--- src/rtl/mnch_pkg.sv ---
package mnch_pkg;

  typedef enum logic [1:0] {
    ST_IDLE = 2'd0,
    ST_SYNC = 2'd1,
    ST_DATA = 2'd2
  } tx_state_e;

  // sync: three half-bits high on the true output, three low
  localparam int unsigned SYNC_HALVES    = 6;
  localparam int unsigned SYNC_HI_HALVES = 3;
  localparam int unsigned IDX_W          = 3;

endpackage

--- src/rtl/mnch_halfbit_timer.sv ---
module mnch_halfbit_timer #(
  parameter int unsigned DIV_FAST = 16,
  parameter int unsigned DIV_SLOW = 32
) (
  input  logic clk,
  input  logic rst_n,
  input  logic start_i,
  input  logic run_i,
  input  logic rate_sel_i,
  output logic half_end_o
);

  localparam int unsigned HALF_FAST = DIV_FAST / 2;
  localparam int unsigned HALF_SLOW = DIV_SLOW / 2;
  localparam int unsigned CNT_W     = (HALF_SLOW > 1) ? $clog2(HALF_SLOW) : 1;

  logic             rate_q, rate_d;
  logic [CNT_W-1:0] cnt_q, cnt_d;
  logic [CNT_W-1:0] last_cnt;

  always_comb begin
    last_cnt   = rate_q ? CNT_W'(HALF_SLOW - 1) : CNT_W'(HALF_FAST - 1);
    half_end_o = run_i && (cnt_q == last_cnt);
  end

  always_comb begin
    rate_d = rate_q;
    cnt_d  = cnt_q;
    if (start_i) begin
      rate_d = rate_sel_i;
      cnt_d  = '0;
    end else if (run_i) begin
      cnt_d = half_end_o ? '0 : cnt_q + 1'b1;
    end else begin
      cnt_d = '0;
    end
  end

  always_ff @(posedge clk or negedge rst_n) begin
    if (!rst_n) begin
      rate_q <= 1'b0;
      cnt_q  <= '0;
    end else begin
      rate_q <= rate_d;
      cnt_q  <= cnt_d;
    end
  end

  AST_CNT_IN_RANGE: assert property (@(posedge clk) disable iff (!rst_n)
    cnt_q <= last_cnt);

  AST_RATE_FROZEN: assert property (@(posedge clk) disable iff (!rst_n)
    (run_i && !start_i) |=> $stable(rate_q));

endmodule

--- src/rtl/mnch_frame_seq.sv ---
module mnch_frame_seq
  import mnch_pkg::*;
(
  input  logic             clk,
  input  logic             rst_n,
  input  logic             cts_i,
  input  logic             nrz_i,
  input  logic             half_end_i,
  output tx_state_e        state_o,
  output logic [IDX_W-1:0] idx_o,
  output logic             bit_o,
  output logic             start_o,
  output logic             run_o
);

  localparam logic [IDX_W-1:0] LAST_SYNC = IDX_W'(SYNC_HALVES - 1);

  tx_state_e        st_q, st_d;
  logic [IDX_W-1:0] idx_q, idx_d;
  logic             bit_q, bit_d;
  logic             cts_q;

  always_comb begin
    start_o = cts_q && !cts_i;
    run_o   = (st_q != ST_IDLE);
  end

  always_comb begin
    st_d  = st_q;
    idx_d = idx_q;
    bit_d = bit_q;
    if (cts_i) begin
      st_d  = ST_IDLE;
      idx_d = '0;
    end else if (start_o) begin
      st_d  = ST_SYNC;
      idx_d = '0;
    end else if (half_end_i) begin
      unique case (st_q)
        ST_SYNC: begin
          if (idx_q == LAST_SYNC) begin
            st_d  = ST_DATA;
            idx_d = '0;
            bit_d = nrz_i;
          end else begin
            idx_d = idx_q + 1'b1;
          end
        end
        ST_DATA: begin
          if (idx_q[0]) begin
            idx_d = '0;
            bit_d = nrz_i;
          end else begin
            idx_d = IDX_W'(1);
          end
        end
        default: ;
      endcase
    end
  end

  always_ff @(posedge clk or negedge rst_n) begin
    if (!rst_n) begin
      st_q  <= ST_IDLE;
      idx_q <= '0;
      bit_q <= 1'b0;
      cts_q <= 1'b0;
    end else begin
      st_q  <= st_d;
      idx_q <= idx_d;
      bit_q <= bit_d;
      cts_q <= cts_i;
    end
  end

  assign state_o = st_q;
  assign idx_o   = idx_q;
  assign bit_o   = bit_q;

  AST_START_TO_SYNC: assert property (@(posedge clk) disable iff (!rst_n)
    start_o |=> (st_q == ST_SYNC && idx_q == '0));

  AST_GATE_TO_IDLE: assert property (@(posedge clk) disable iff (!rst_n)
    cts_i |=> (st_q == ST_IDLE));

  AST_DATA_IDX: assert property (@(posedge clk) disable iff (!rst_n)
    (st_q == ST_DATA) |-> (idx_q <= IDX_W'(1)));

endmodule

--- src/rtl/mnch_line_drv.sv ---
module mnch_line_drv
  import mnch_pkg::*;
(
  input  tx_state_e        state_i,
  input  logic [IDX_W-1:0] idx_i,
  input  logic             bit_i,
  output logic             pos_o,
  output logic             neg_o,
  output logic             bclk_o
);

  localparam logic [IDX_W-1:0] LAST_SYNC = IDX_W'(SYNC_HALVES - 1);
  localparam logic [IDX_W-1:0] HI_END    = IDX_W'(SYNC_HI_HALVES);

  logic pos_t;

  always_comb begin
    pos_t  = 1'b1;
    neg_o  = 1'b1;
    bclk_o = 1'b0;
    unique case (state_i)
      ST_SYNC: begin
        pos_t  = (idx_i < HI_END);
        neg_o  = ~pos_t;
        bclk_o = (idx_i == LAST_SYNC);
      end
      ST_DATA: begin
        pos_t  = idx_i[0] ? ~bit_i : bit_i;
        neg_o  = ~pos_t;
        bclk_o = idx_i[0];
      end
      default: ;
    endcase
    pos_o = pos_t;
  end

endmodule

--- src/rtl/mnch_encoder.sv ---
module mnch_encoder
  import mnch_pkg::*;
#(
  parameter int unsigned DIV_FAST = 16,
  parameter int unsigned DIV_SLOW = 32
) (
  input  logic clk,
  input  logic rst_n,
  input  logic cts_i,
  input  logic rate_sel_i,
  input  logic nrz_i,
  output logic bit_clk_o,
  output logic line_pos_o,
  output logic line_neg_o
);

  localparam logic [IDX_W-1:0] LAST_SYNC = IDX_W'(SYNC_HALVES - 1);

  tx_state_e        state;
  logic [IDX_W-1:0] idx;
  logic             cur_bit;
  logic             start;
  logic             run;
  logic             half_end;

  mnch_halfbit_timer #(
    .DIV_FAST (DIV_FAST),
    .DIV_SLOW (DIV_SLOW)
  ) u_timer (
    .clk        (clk),
    .rst_n      (rst_n),
    .start_i    (start),
    .run_i      (run),
    .rate_sel_i (rate_sel_i),
    .half_end_o (half_end)
  );

  mnch_frame_seq u_seq (
    .clk        (clk),
    .rst_n      (rst_n),
    .cts_i      (cts_i),
    .nrz_i      (nrz_i),
    .half_end_i (half_end),
    .state_o    (state),
    .idx_o      (idx),
    .bit_o      (cur_bit),
    .start_o    (start),
    .run_o      (run)
  );

  mnch_line_drv u_drv (
    .state_i (state),
    .idx_i   (idx),
    .bit_i   (cur_bit),
    .pos_o   (line_pos_o),
    .neg_o   (line_neg_o),
    .bclk_o  (bit_clk_o)
  );

  AST_IDLE_FORCED: assert property (@(posedge clk) disable iff (!rst_n)
    $past(cts_i) |-> (line_pos_o && line_neg_o && !bit_clk_o));

  AST_NEVER_BOTH_LOW: assert property (@(posedge clk) disable iff (!rst_n)
    (line_pos_o || line_neg_o));

  AST_SYNC_CLK_QUIET: assert property (@(posedge clk) disable iff (!rst_n)
    (state == ST_SYNC && idx != LAST_SYNC) |-> !bit_clk_o);

endmodule

--- config.mk ---
export PLATFORM = sky130hd
export DESIGN_NAME = mnch_encoder
export DESIGN_NICKNAME = d
export VERILOG_FILES = /design/src/rtl/mnch_pkg.sv /design/src/rtl/mnch_halfbit_timer.sv /design/src/rtl/mnch_frame_seq.sv /design/src/rtl/mnch_line_drv.sv /design/src/rtl/mnch_encoder.sv
export SDC_FILE = /design/constraint.sdc
export NUM_CORES = 1
export LEC_CHECK = 0
export BUFFER_PORTS_ARGS = -buffer_cell sky130_fd_sc_hd__buf_2
export CAP_MARGIN = 15
export CORE_MARGIN = 2
export CORE_UTILIZATION = 42
export CTS_BUF_LIST = sky130_fd_sc_hd__clkbuf_8
export DETAILED_ROUTE_END_ITERATION = 8
export PLACE_DENSITY_LB_ADDON = 0.3
export SLEW_MARGIN = 10
export SYNTH_ARGS = -nofsm -noshare
export SYNTH_HDL_FRONTEND = slang
export SYNTH_HIERARCHICAL = 1
export SYNTH_SLANG_ARGS = --single-unit
--- constraint.sdc ---
create_clock -name clk -period 2 [get_ports clk]
set_input_delay 0.1 -clock clk [delete_from_list [all_inputs] [get_ports clk]]
set_output_delay 0.1 -clock clk [all_outputs]
set_load 0.01 [all_outputs]
After elaboration in Yosys (flattened, before gate mapping)
Cells that the tools add are included.

Register bits: 12. Logic and storage cells: 54.

$add $sub $neg: 2. Magnitude comparators: 1. Equal/unequal tests: 6. Muxes and demuxes: 22. Bitwise gates (word level): 5. Reduce and logical (&&, ||, !) cells: 12.

Operators with widths (number): $mux 4 (4); $mux 3 (4); $mux 2 (5); $reduce_bool 3->1 (3); $pmux 1 s2 (4); $pmux 3 s2 (1); $reduce_and 6->1 (1); $not 1->1 (5); $add 4x1->4 const B (1); $eq 4x4->1 (1); $mux 1 (4); $reduce_bool 2->1 (2); $reduce_bool 4->1 (1); $add 3x1->3 const B (1); $eq 3x3->1 const B (1); $lt 3x2->1 const B (1); $reduce_and 3->1 (1); $eq 2x1->1 const B (1); $eq 2x2->1 const B (1); $logic_and 1x1->1 (2); $ne 2x1->1 const B (1); $ne 2x2->1 const B (1); $reduce_and 2->1 (1); $logic_not 1->1 (1).

Depth between registers and ports, before layout
Gate-level depths: netlist of run 1.

Depth after elaboration: 6. Mapped depth: 7.

Hierarchy
Netlist of run 1, hierarchy kept.

By module, submodules not included: mnch_frame_seq (instances 1, cells each 34, area each 381.6 sq um); mnch_halfbit_timer (instances 1, cells each 19, area each 227.7 sq um); mnch_line_drv (instances 1, cells each 16, area each 108.9 sq um).

Worst setup path after synthesis of run 1
No wires, ideal clock.

Path type: reg2reg. Start: reg u_seq.st_q[0] (netlist: u_seq/state_o[0]). End: reg u_seq.bit_q (netlist: u_seq/bit_o). Data arrival time: 1.681 ns. Data required time: 1.872 ns. Setup slack: 0.192 ns. Cell stages (with the launch flop): 8. Path buffers: 0. Path through: dfrtp_1 > inv_1 > ha_1 > inv_1 > and4_2 > nand2_1 > a2111oi_4 > mux2_1.

Word-level cells in the longest chain between the ends: 3. Elaborated cells on any way between the ends: 9. Those cells by class: eq/ne (4); mux (1); reduce/logical (4).

RTL lines: start: declaration (RTL line mnch_frame_seq.sv:18) `tx_state_e st_q, st_d;`; start signal: assignment (RTL line mnch_frame_seq.sv:69) `st_q <= st_d;`; $reduce_bool 2->1 (RTL line mnch_frame_seq.sv:25) `run_o = (st_q != ST_IDLE);`; via run (RTL line mnch_encoder.sv:23) `logic run;`; $logic_and 1x1->1 (RTL line mnch_halfbit_timer.sv:23) `half_end_o = run_i && (cnt_q == last_cnt);`; via half_end (RTL line mnch_encoder.sv:24) `logic half_end;`; $reduce_and 6->1 (no source line); end signal: assignment (RTL line mnch_frame_seq.sv:71) `bit_q <= bit_d;`; end: declaration (RTL line mnch_frame_seq.sv:20) `logic bit_q, bit_d;`.

The timed path passes the listed nets, and every way through them passes these cells. A chain may end at the register's enable or synchronous reset.

Final worst setup path of run 1
Start: reg u_seq.st_q[1] (netlist: u_seq/state_o[1]). End: reg u_seq.bit_q (netlist: u_seq/bit_o).

Same word-level chain as after synthesis.

==> metrics.md, run 1 <==
| Metric | Value |
|---|---|
| Status | `finished clean` |
| Worst skew pair latency | `between 200 and 250 ps` |
| Iter 0 DRT Violations | `13` |
| Share of Yosys cell area claimed by the top area cell type | `41.8%` |
| Grt total ovfl | `0` |
| Overall routing resource usage | `15.7%` |
| FF+latch count, synth | `12` |
| I/O pin cnt | `8` |
| Worst setup path class | `reg -> reg` |
| DR DRC count | `0` |
| DIE AREA | `between 0.002 and 0.0025 mm^2` |
| Top sig layer | `met4` |
| Largest net degree at the start of global routing | `13` |
| Final Hold Fails | `0` |
| DP HPWL | `slightly above 900 um` |
| Worst setup EP type | `flip-flop` |
| Antenna Nets Post-Route | `0` |
| Fmax | `564 MHz` |
| Hold Crit Class | `in -> reg` |
| Power per cell area | `670 mW/mm^2` |
| Slew @ Worst Pin | `321 ps` |
| Critical Path AT | `about 1900 ps` |
| Starting density of the core | `46.1%` |
| Routed WL | `around 1300 um` |
| Final worst path period share | `88.6%` |
| Register area share after synthesis | `between 40% and 50%` |
| Die height | `about 45 um` |
| Warning count from the yosys run | `6` |
| # diodes | `0` |
| Setup TNS | `0 ps` |
| Most numerous cell in the Yosys netlist | `dfrtp_1` |
| Worst VDD drop | `roughly 0.00048 V` |
| Initial antenna violation count | `0` |
| Async S/R FF share, synth | `between 90% and 100%` |
| Fin. max-slew vios | `0` |
| Ys flop type | `dfrtp_1` |
| Synthesized cell area | `718 um^2` |
| CTS tree | `built` |
| Netlist cell types | `28` |
| Routed WL per cell | `around 13 um` |
| Via-per-instance ratio | `5.38` |
| Element type at the critical path start | `flip-flop` |
| Setup WS pre-CTS | `approximately 87 ps` |
| Fillers | `approximately 140` |
| Syn_area_per_cell | `between 10 and 15 um^2` |
| Final Skew | `~3.5 ps` |
| Post-synth top cells | `dfrtp_1 (12), inv_1 (9), ha_1 (6)` |
| Routed met2 length | `630 um` |
| Via count | `roughly 540` |
| Post-Syn Nets | `80` |
| Global-route wire length before repair | `2260 um` |
| Setup violators final | `0` |
| Die width | `approximately 45 um` |
| H-tree levels | `1` |
| Tmin final | `between 1500 and 2000 ps` |
| Clock Path Buffers | `2` |
| Post-Syn Instances | `69` |
| RSZ-0062 raised after global routing | `no` |
| Rows | `14` |
| Synth area leader | `dfrtp_1` |
| Vias in the first global route | `roughly 530` |
| Leak | `about 0.00038 uW` |
| Number of nets in the layout | `between 90 and 100` |
| Max cap viols | `0` |
| PostCTS Resize Cnt | `0` |
| Max FO, Critical Path | `4` |
| EDFF count, synth | `0` |
| Worst reg2reg path depth | `7` |
| IO buf count | `7` |
| Final worst setup slack | `between 200 and 250 ps` |
| Clock net sink count | `12` |
| Top cells by area, synth | `dfrtp_1 (42%), ha_1 (10%), inv_1 (4.7%)` |
| Placer Congestion | `0.704` |
| Worst hold stages | `2` |
| Layout cells sized above 1 | `a little under a quarter` |
| Slew headroom | `roughly four fifths` |
| Core area | `0.00156 mm^2` |
| Wire length on met3 | `~45 um` |
| Clock root buffer | `clkbuf_8` |
| Area growth, synth to finish | `19.9%` |
| Clk slew on worst S/H paths | `50 ps` |
| CP required | `about 2100 ps` |
| First-pass DRT Iterations | `4` |
| TritonCTS Buffers | `3` |
| Wl on met1 | `just over 600 um` |
## flip-flops by register name (all words and copies together), names as in the netlist
| register | count |
|---|---|
| u_seq/bit_o | 1 |
| u_seq/cts_q | 1 |
| u_seq/idx_o | 3 |
| u_seq/state_o | 2 |
| u_timer/cnt_q | 4 |
| u_timer/rate_q | 1 |
## cells by family after synthesis
| group | share of synthesized area (%) |
|---|---|
| AOI/OAI and AO/OA | 15.7 |
| muxes | 3.14 |
| and+or+nand+nor | 18.1 |
| buffers and inverters | 4.70 |
| DFF | 41.8 |
| xor gates and xnor gates | 6.10 |
| adders and majority gates | 10.5 |
## final cells by class
cell class / count / area (um^2) / share of cell area [%]
Tap cell: 16 / 20.0 / 2.33
Multi-Input combinational cell: 48 / 384 / 44.6
Clock buffer: 4 / 55.1 / 6.40
Sequential cell: 12 / 300 / 34.9
Timing Repair Buffer: 11 / 67.6 / 7.85
Inverter: 9 / 33.8 / 3.92
## critical path, stage by stage, from the launching register on
cell       delay (ps)
dfrtp_1           370
inv_1              90
ha_1              180
inv_1              60
and4_2            250
nand2_1           130
a2111oi_4         230
mux2_1            350
## path summary, 6_finish.rpt
path / startpoint / end / slack, ps
worst min register to register: u_timer/cnt_q[0]$_DFF_PN0_ / u_timer/cnt_q[0]$_DFF_PN0_ / 460
min in group asynchronous: rst_n / u_seq/cts_q$_DFF_PN0_ / 260
worst max register to register: u_seq/state_o[1]$_DFFE_PN0P_ / u_seq/bit_o$_DFFE_PN0P_ / 230
worst min-delay path: nrz_i / u_seq/bit_o$_DFFE_PN0P_ / 80
worst max-delay path: u_seq/state_o[1]$_DFFE_PN0P_ / u_seq/bit_o$_DFFE_PN0P_ / 230
max in group asynchronous: rst_n / u_seq/state_o[0]$_DFFE_PN0P_ / 1520
## routing by layer
| layer | up-vias | GRT usage, % |
|---|---|---|
| li1 | 272 | - |
| met1 | 254 | 19.8 |
| met2 | 10 | 23.4 |
| met3 | 2 | 4.00 |
| met4 | 0 | 10.6 |
| met5 | - | 0 |
## placed cells by master, fill, tap and decap left out, types with 2 or more instances in the layout
cell / netlist / layout
buf_4: 0 / 3
xor2_1: 2 / 2
ha_1: 6 / 6
a22oi_1: 2 / 2
nor2_1: 4 / 4
buf_2: 0 / 7
nor3b_1: 2 / 2
clkbuf_8: 0 / 4
o21ai_1: 2 / 2
o211ai_1: 2 / 2
nor3_1: 3 / 3
a31oi_1: 2 / 2
nand2_1: 4 / 4
dfrtp_1: 12 / 12
xnor2_1: 3 / 3
nand3b_1: 2 / 2
inv_1: 9 / 9
## where the power goes
group          switching (uW)  internal (uW)
Sequential               8.38            252
Combinational            28.3           25.3
Clock                    88.9            174
Total                     126            451
## through the flow
stage               hold WS, ps  power (uW)  cells  util [%]  cell area, um^2
floorplan                  -196         294     69         -              718
global placement          -10.2         315     93      50.1              781
detailed placement        -11.2         316     93      50.1              781
CTS                        72.2         584     98      54.3              846
global route               87.1         603    100      55.2              861
finish                     78.7         577    100      55.2              861
## timing repair
item | in CTS | in global routing
endpoints found under the hold margin | 12 | 0
hold buffers | 1 | 0
endpoints found under the setup margin | 0 | 1
setup buffers | 0 | 2
(Power assumes the default switching activity.)
==> run 2, diff against run 1 <==
Settings changed: ABC_AREA set to 1, TNS_END_PERCENT set to 20.
==> run 2 against run 1 <==
  * Register-to-register slack gained 180 ps
  * Via count grew 22%
  * Final cell count grew 45%
  * Synthesized area grew 10%
  * Hold slack lost 44 ps
  * Synthesized cell count grew 58%
  * Sequential share of layout area shrank 1.9 points
  * Design area grew 5.7%
  * Worst setup slack gained 180 ps
  * Count of clock-buffer cells in the layout shrank 1
==> metrics.md, run 2 <==
| Metric | Value |
|---|---|
| Setup Buffers After CTS | `0` |
| Max FO, Critical Path | `5` |
| CP required | `around 2100 ps` |
| Most flops, register | `u_timer/cnt_q` |
| Netlist cell types | `18` |
| Post-Synth XOR/XNOR Area | `0%` |
| CP peak stage delay | `a little over 400 ps` |
| Global-route wire length before repair | `2280 um` |
| Post-synth top cells | `nand2_1 (29), inv_1 (21), dfrtp_1 (12)` |
| Synth area leader | `dfrtp_1` |
| Clock Path Buffers | `2` |
| Starting density of the core | `45.4%` |
| Power per cell area | `583 mW/mm^2` |
| Element type at the critical path start | `flip-flop` |
| Fillers | `168` |
| EDFF count, synth | `0` |
| Overall routing resource usage | `between 10% and 20%` |
| Worst skew pair latency | `roughly 240 ps` |
| DIE AREA | `between 0.002 and 0.0025 mm^2` |
| RSZ-0062 raised after global routing | `no` |
| Async S/R FF share, synth | `100%` |
| Share of Yosys cell area claimed by the top area cell type | `between 30% and 40%` |
| CP top delay family | `simple AND/OR/NAND/NOR gates` |
| Slew headroom | `approximately 76%` |
| Iter 0 DRT Violations | `6` |
| TritonCTS Buffers | `3` |
| Final Skew | `between 4 and 5 ps` |
| Via-per-instance ratio | `~4.5` |
| Multiplexer share of the synthesized area | `0%` |
| Routed WL | `between 1000 and 1500 um` |
| H-tree levels | `1` |
| DR DRC count | `0` |
| Top cell by count, worst path | `inv_1` |
| Worst Path Buf+Inv | `4` |
| Most frequent cells in the layout | `nand2_1 (29), inv_1 (21), dfrtp_1 (12)` |
| Slew @ Worst Pin | `around 370 ps` |
| Fmax | `about 630 MHz` |
| Tmin final | `between 1500 and 2000 ps` |
| First-pass DRT Iterations | `4` |
| Post-synthesis simple-gate area fraction | `approximately 36%` |
| Vias in the first global route | `roughly 600` |
| Post-Syn Nets | `120` |
| CP Cell Sequence | `inv_1, ha_1, inv_1, inv_1, nor2_1, nand2_1, inv_1, nand2_2, nand2_2, nand3_1, nand2_1, nor2_1` |
| Warning count from the yosys run | `6` |
| Rows | `15` |
| Post-layout util | `roughly 52%` |
| IO buf count | `7` |
| Synthesized cell area | `slightly below 800 um^2` |
| I/O pin cnt | `8` |
| FF+latch count, synth | `12` |
| Antenna Nets Post-Route | `0` |
| Max reg flops | `4` |
| Setup TNS | `0 ps` |
| Layout cells sized above 1 | `20.0%` |
| Via count | `between 600 and 700` |
| Worst VDD drop | `~0.00044 V` |
| Core area | `between 0.0015 and 0.002 mm^2` |
| Die height | `47.4 um` |
| Syn_area_per_cell | `7.27 um^2` |
| Setup violators final | `0` |
| CTS tree | `built` |
| Worst setup EP type | `flip-flop` |
| Clock net sink count | `12` |
| Register area share after synthesis | `between 30 and 40%` |
| Placer Congestion | `a little under 0.8` |
| Final worst path period share | `about 80%` |
| Hold Crit Class | `in -> reg` |
| Critical Path AT | `roughly 1700 ps` |
| Hold-fix buffers at CTS | `1` |
| Status | `finished clean` |
| Ys flop type | `dfrtp_1` |
| Adder-Cell Fraction of Synth Area | `approximately a tenth` |
| Clk slew on worst S/H paths | `50 ps` |
| Top cells by area, synth | `dfrtp_1 (38%), nand2_1 (14%), inv_1 (10%)` |
| Most numerous cell in the Yosys netlist | `nand2_1` |
| Initial antenna violation count | `0` |
| DP HPWL | `1070 um` |
| Commonest non-fill, non-tap cell in the layout | `nand2_1` |
| Final Hold Fails | `0` |
| Post-Syn Instances | `around 110` |
| Largest family of logic cells by synthesized area | `simple AND/OR/NAND/NOR gates` |
| Number of nets in the layout | `about 130` |
| Leak | `roughly 0.00048 uW` |
| # diodes | `0` |
| Compound-cell area share of the yosys netlist | `~6.0%` |
| Clock root buffer | `clkbuf_8` |
| PostCTS Resize Cnt | `0` |
| Fin. max-slew vios | `0` |
| Grt total ovfl | `0` |
| Crit-path slowest cell | `dfrtp_1` |
| Worst setup path class | `reg -> reg` |
| Routed WL per cell | `9.21 um` |
| Die width | `47.4 um` |
| Area growth, synth to finish | `14.8%` |
| Max cap viols | `0` |
| Largest net degree at the start of global routing | `13` |
[run 2: per-layer routing]
layer  wire length (um)  GRT usage (%)  vias to the layer above  part of all wire (%)
met4                 14           6.67                        0                   1.0
met5                  0              0                        -                     0
met3                 45           3.40                        2                   3.4
met1                634           16.8                      287                    47
li1                   -              -                      354                     -
met2                641           26.2                       11                    48
[run 2: cell type report]
type	instances	area [um^2]	area share, %
tap	25	31.3	3.44
multi-input combinational	74	405	44.6
sequential	12	300	33.0
clock buffer	3	41.3	4.54
timing repair buffer	8	45.0	4.95
inverter	23	86.3	9.49
[run 2: stage by stage]
stage | hold slack (ps) | std cells | setup WS (ps) | instance area [um^2] | total power [uW]
after floorplan | -196 | 109 | 570 | 792 | 302
after global placement | -10.4 | 141 | 474 | 858 | 322
after detailed placement | -10.6 | 141 | 418 | 858 | 324
after CTS | 26.7 | 145 | 403 | 910 | 539
after global routing | 26.5 | 145 | 234 | 910 | 560
final | 34.4 | 145 | 403 | 910 | 531
[run 2: worst register-to-register path, cell delays in order (launching register included)]
cell and delay (ps):
dfrtp_1 410, inv_1 90, ha_1 200, inv_1 50, inv_1 40, nor2_1 90, nand2_1 80, inv_1 110
nand2_2 70, nand2_2 100, nand3_1 110, nand2_1 100, nor2_1 40
[run 2: path summary, 6_finish.rpt]
kind	from	endpoint	slack (ps)	cells past startpoint
min	cts_i	u_seq/cts_q$_DFF_PN0_	30	1
max in group asynchronous	rst_n	u_seq/bit_o$_DFFE_PN0P_	1530	2
min reg2reg	u_timer/cnt_q[0]$_DFF_PN0_	u_timer/cnt_q[0]$_DFF_PN0_	490	1
max	u_seq/state_o[0]$_DFFE_PN0P_	u_seq/idx_o[1]$_DFFE_PN0P_	400	12
max reg2reg	u_seq/state_o[0]$_DFFE_PN0P_	u_seq/idx_o[1]$_DFFE_PN0P_	400	12
min in group asynchronous	rst_n	u_timer/cnt_q[1]$_DFF_PN0_	260	2
[run 2: cell families (layout without fill, tap and decap cells)]
kind of cell / count (synthesis) / count (layout)
AND/OR/NAND/NOR: 61 / 61
buffers and inverters: 23 / 34
flip-flops: 12 / 12
AO/OA/AOI/OAI: 7 / 7
adder cells (fa/ha/maj): 6 / 6
[run 2: power by group]
group / internal, uW / switching (uW)
Combinational: 23.6 / 36.9
Sequential: 253 / 7.88
Clock: 132 / 77.9
Total: 408 / 123
==> run 3, diff against run 2 <==
Clock period 2 ns to 1.55 ns, I/O delays scaled along.
==> run 3 against run 2 <==
  * Non-clock buffer count increased by 6
  * Routed wire length grew 7.8%
  * Sequential cell count unchanged
  * Count of clock-buffer cells in the layout is the same
  * Combinational power rose by 60%
  * Global-route usage grew 0.20 points
  * Largest cell class unchanged
  * Largest power group unchanged
  * Highest routed layer is now met3
==> metrics.md, run 3 (synthesis gave the netlist of run 2 again) <==
| Metric | Value |
|---|---|
| Sw frac | `approximately a quarter` |
| Final worst setup slack | `74.2 ps` |
| Initial antenna violation count | `0` |
| Vias in the first global route | `just over 600` |
| Commonest non-fill, non-tap cell in the layout | `nand2_1` |
| Setup violators final | `0` |
| IO buf count | `7` |
| Max FO, Critical Path | `4` |
| Hold Slack | `10.5 ps` |
| Clk slew on worst S/H paths | `approximately 50 ps` |
| Antenna Nets Post-Route | `0` |
| Final worst path period share | `between 90% and 100%` |
| H-tree levels | `1` |
| Switching pwr | `164 uW` |
| Comb power frac | `between 10 and 15%` |
| Clock root buffer | `clkbuf_8` |
| Clock Path Buffers | `2` |
| Placer Congestion | `about 0.81` |
| Routed WL | `between 1000 and 1500 um` |
| Overall routing resource usage | `between 10% and 20%` |
| Setup slack, reg-to-reg | `110 ps` |
| DIE AREA | `around 0.0022 mm^2` |
| Setup TNS | `0 ps` |
| DR DRC count | `0` |
| Reg power frac | `47.8%` |
| Power per cell area | `just over 700 mW/mm^2` |
| # diodes | `0` |
| Most flops, register | `u_timer/cnt_q` |
| Worst VDD drop | `about 0.00066 V` |
| Slew headroom | `75.3%` |
| First-pass DRT Iterations | `4` |
| Post-layout util | `a little under three fifths` |
| Fmax | `around 680 MHz` |
| Rows | `15` |
| Power Internal | `about 540 uW` |
| Final Skew | `approximately 2.6 ps` |
| Grt total ovfl | `0` |
| Worst setup EP type | `output pin` |
| Global-route wire length before repair | `2290 um` |
| Die width | `between 40 and 50 um` |
| Leak | `0.000504 uW` |
| Placed Cells | `approximately 140` |
| Starting density of the core | `45.4%` |
| Status | `finished clean` |
| Via-per-instance ratio | `4.50` |
| Tmin final | `around 1500 ps` |
| Critical Path AT | `1400 ps` |
| Slew @ Worst Pin | `around 370 ps` |
| Setup WS pre-CTS | `around 61 ps` |
| Routed WL per cell | `9.54 um` |
| Hold Crit Class | `in -> reg` |
| I/O pin cnt | `8` |
| Most frequent cells in the layout | `nand2_1 (29), inv_1 (18), dfrtp_1 (12)` |
| Final Hold Fails | `0` |
| Layout cells sized above 1 | `between 20% and 30%` |
| Area growth, synth to finish | `24.2%` |
| Number of nets in the layout | `~140` |
| Worst skew pair latency | `around 230 ps` |
| Via count | `between 600 and 700` |
| Core area | `~0.0017 mm^2` |
| Largest net degree at the start of global routing | `13` |
| Fin. max-slew vios | `0` |
| Worst setup path class | `reg -> out` |
| Die height | `47.4 um` |
| DP HPWL | `between 1000 and 1500 um` |
| TritonCTS Buffers | `3` |
| Max cap viols | `0` |
| CTS tree | `built` |
| Clock Power Share | `38.5%` |
| Element type at the critical path start | `flip-flop` |
| Max reg flops | `4` |
| Iter 0 DRT Violations | `9` |
| Final std cells w/o fill | `151` |
| CP required | `between 1000 and 1500 ps` |
| Clock net sink count | `12` |
-- run 3: changes by cell type in the layout (fill, tap and decap cells not counted), moves of 2 or more --
cell | before | now
buf_4 | 0 | 5
ha_1 | 6 | 4
inv_1 | 21 | 18
inv_2 | 2 | 5
-- run 3: final timing paths --
path                                              start                      endpoint  depth (start not counted)
setup / recovery           u_seq/state_o[0]$_DFFE_PN0P_                     bit_clk_o                          7
hold / removal                                    cts_i         u_seq/cts_q$_DFF_PN0_                          1
setup reg to reg           u_seq/state_o[0]$_DFFE_PN0P_  u_seq/state_o[0]$_DFFE_PN0P_                         11
hold reg to reg              u_timer/cnt_q[0]$_DFF_PN0_    u_timer/cnt_q[0]$_DFF_PN0_                          1
max in group asynchronous                         rst_n    u_seq/idx_o[2]$_DFFE_PN0P_                          2
min in group asynchronous                         rst_n    u_timer/cnt_q[3]$_DFF_PN0_                          2
-- run 3: final cells by class --
cell class                      count  area (um^2)
Clock buffer                        3         41.3
Tap cell                           25         31.3
Inverter                           23         86.3
Sequential cell                    12          300
Fill cell                         166          762
Timing Repair Buffer               14         93.8
Multi-Input combinational cell     74          430
-- run 3: stage by stage --
stage	instance area, um^2	power (uW)
final	983	702
after global routing	983	744
after CTS	932	701
after detailed placement	881	422
after global placement	881	420
after floorplan	792	390
-- run 3: power by group through the flow --
stage | Combinational, uW | Sequential [uW] | Clock [uW]
2_1_floorplan | 51.1 | 339 | 0
3_3_place_gp | 81.2 | 339 | 0
3_5_place_dp | 83.1 | 339 | 0
4_1_cts | 85.0 | 334 | 282
5_1_grt | 113 | 337 | 295
6_report | 96.6 | 336 | 270
-- run 3: worst max-delay path, stage by stage, from the launching register on --
cell     delay (ps)
dfrtp_1         390
buf_6           130
inv_1            80
ha_4            200
inv_2            60
nand2_1          40
a21oi_1         120
buf_2           140
-- run 3: layer usage --
| metal | vias up | GRT usage [%] | share of wire [%] |
|---|---|---|---|
| li1 | 369 | - | - |
| met1 | 301 | 17.6 | 49 |
| met2 | 9 | 25.1 | 48 |
| met3 | 0 | 4.53 | 2.2 |
| met4 | 0 | 6.67 | 0 |
| met5 | - | 0 | 0 |
-- run 3: timing repair --
item                       CTS  global route
setup endpoints to repair    0             5
setup buffers                0             3
resized for setup            0             8
hold endpoints to repair    12             0
hold buffers                 1             0
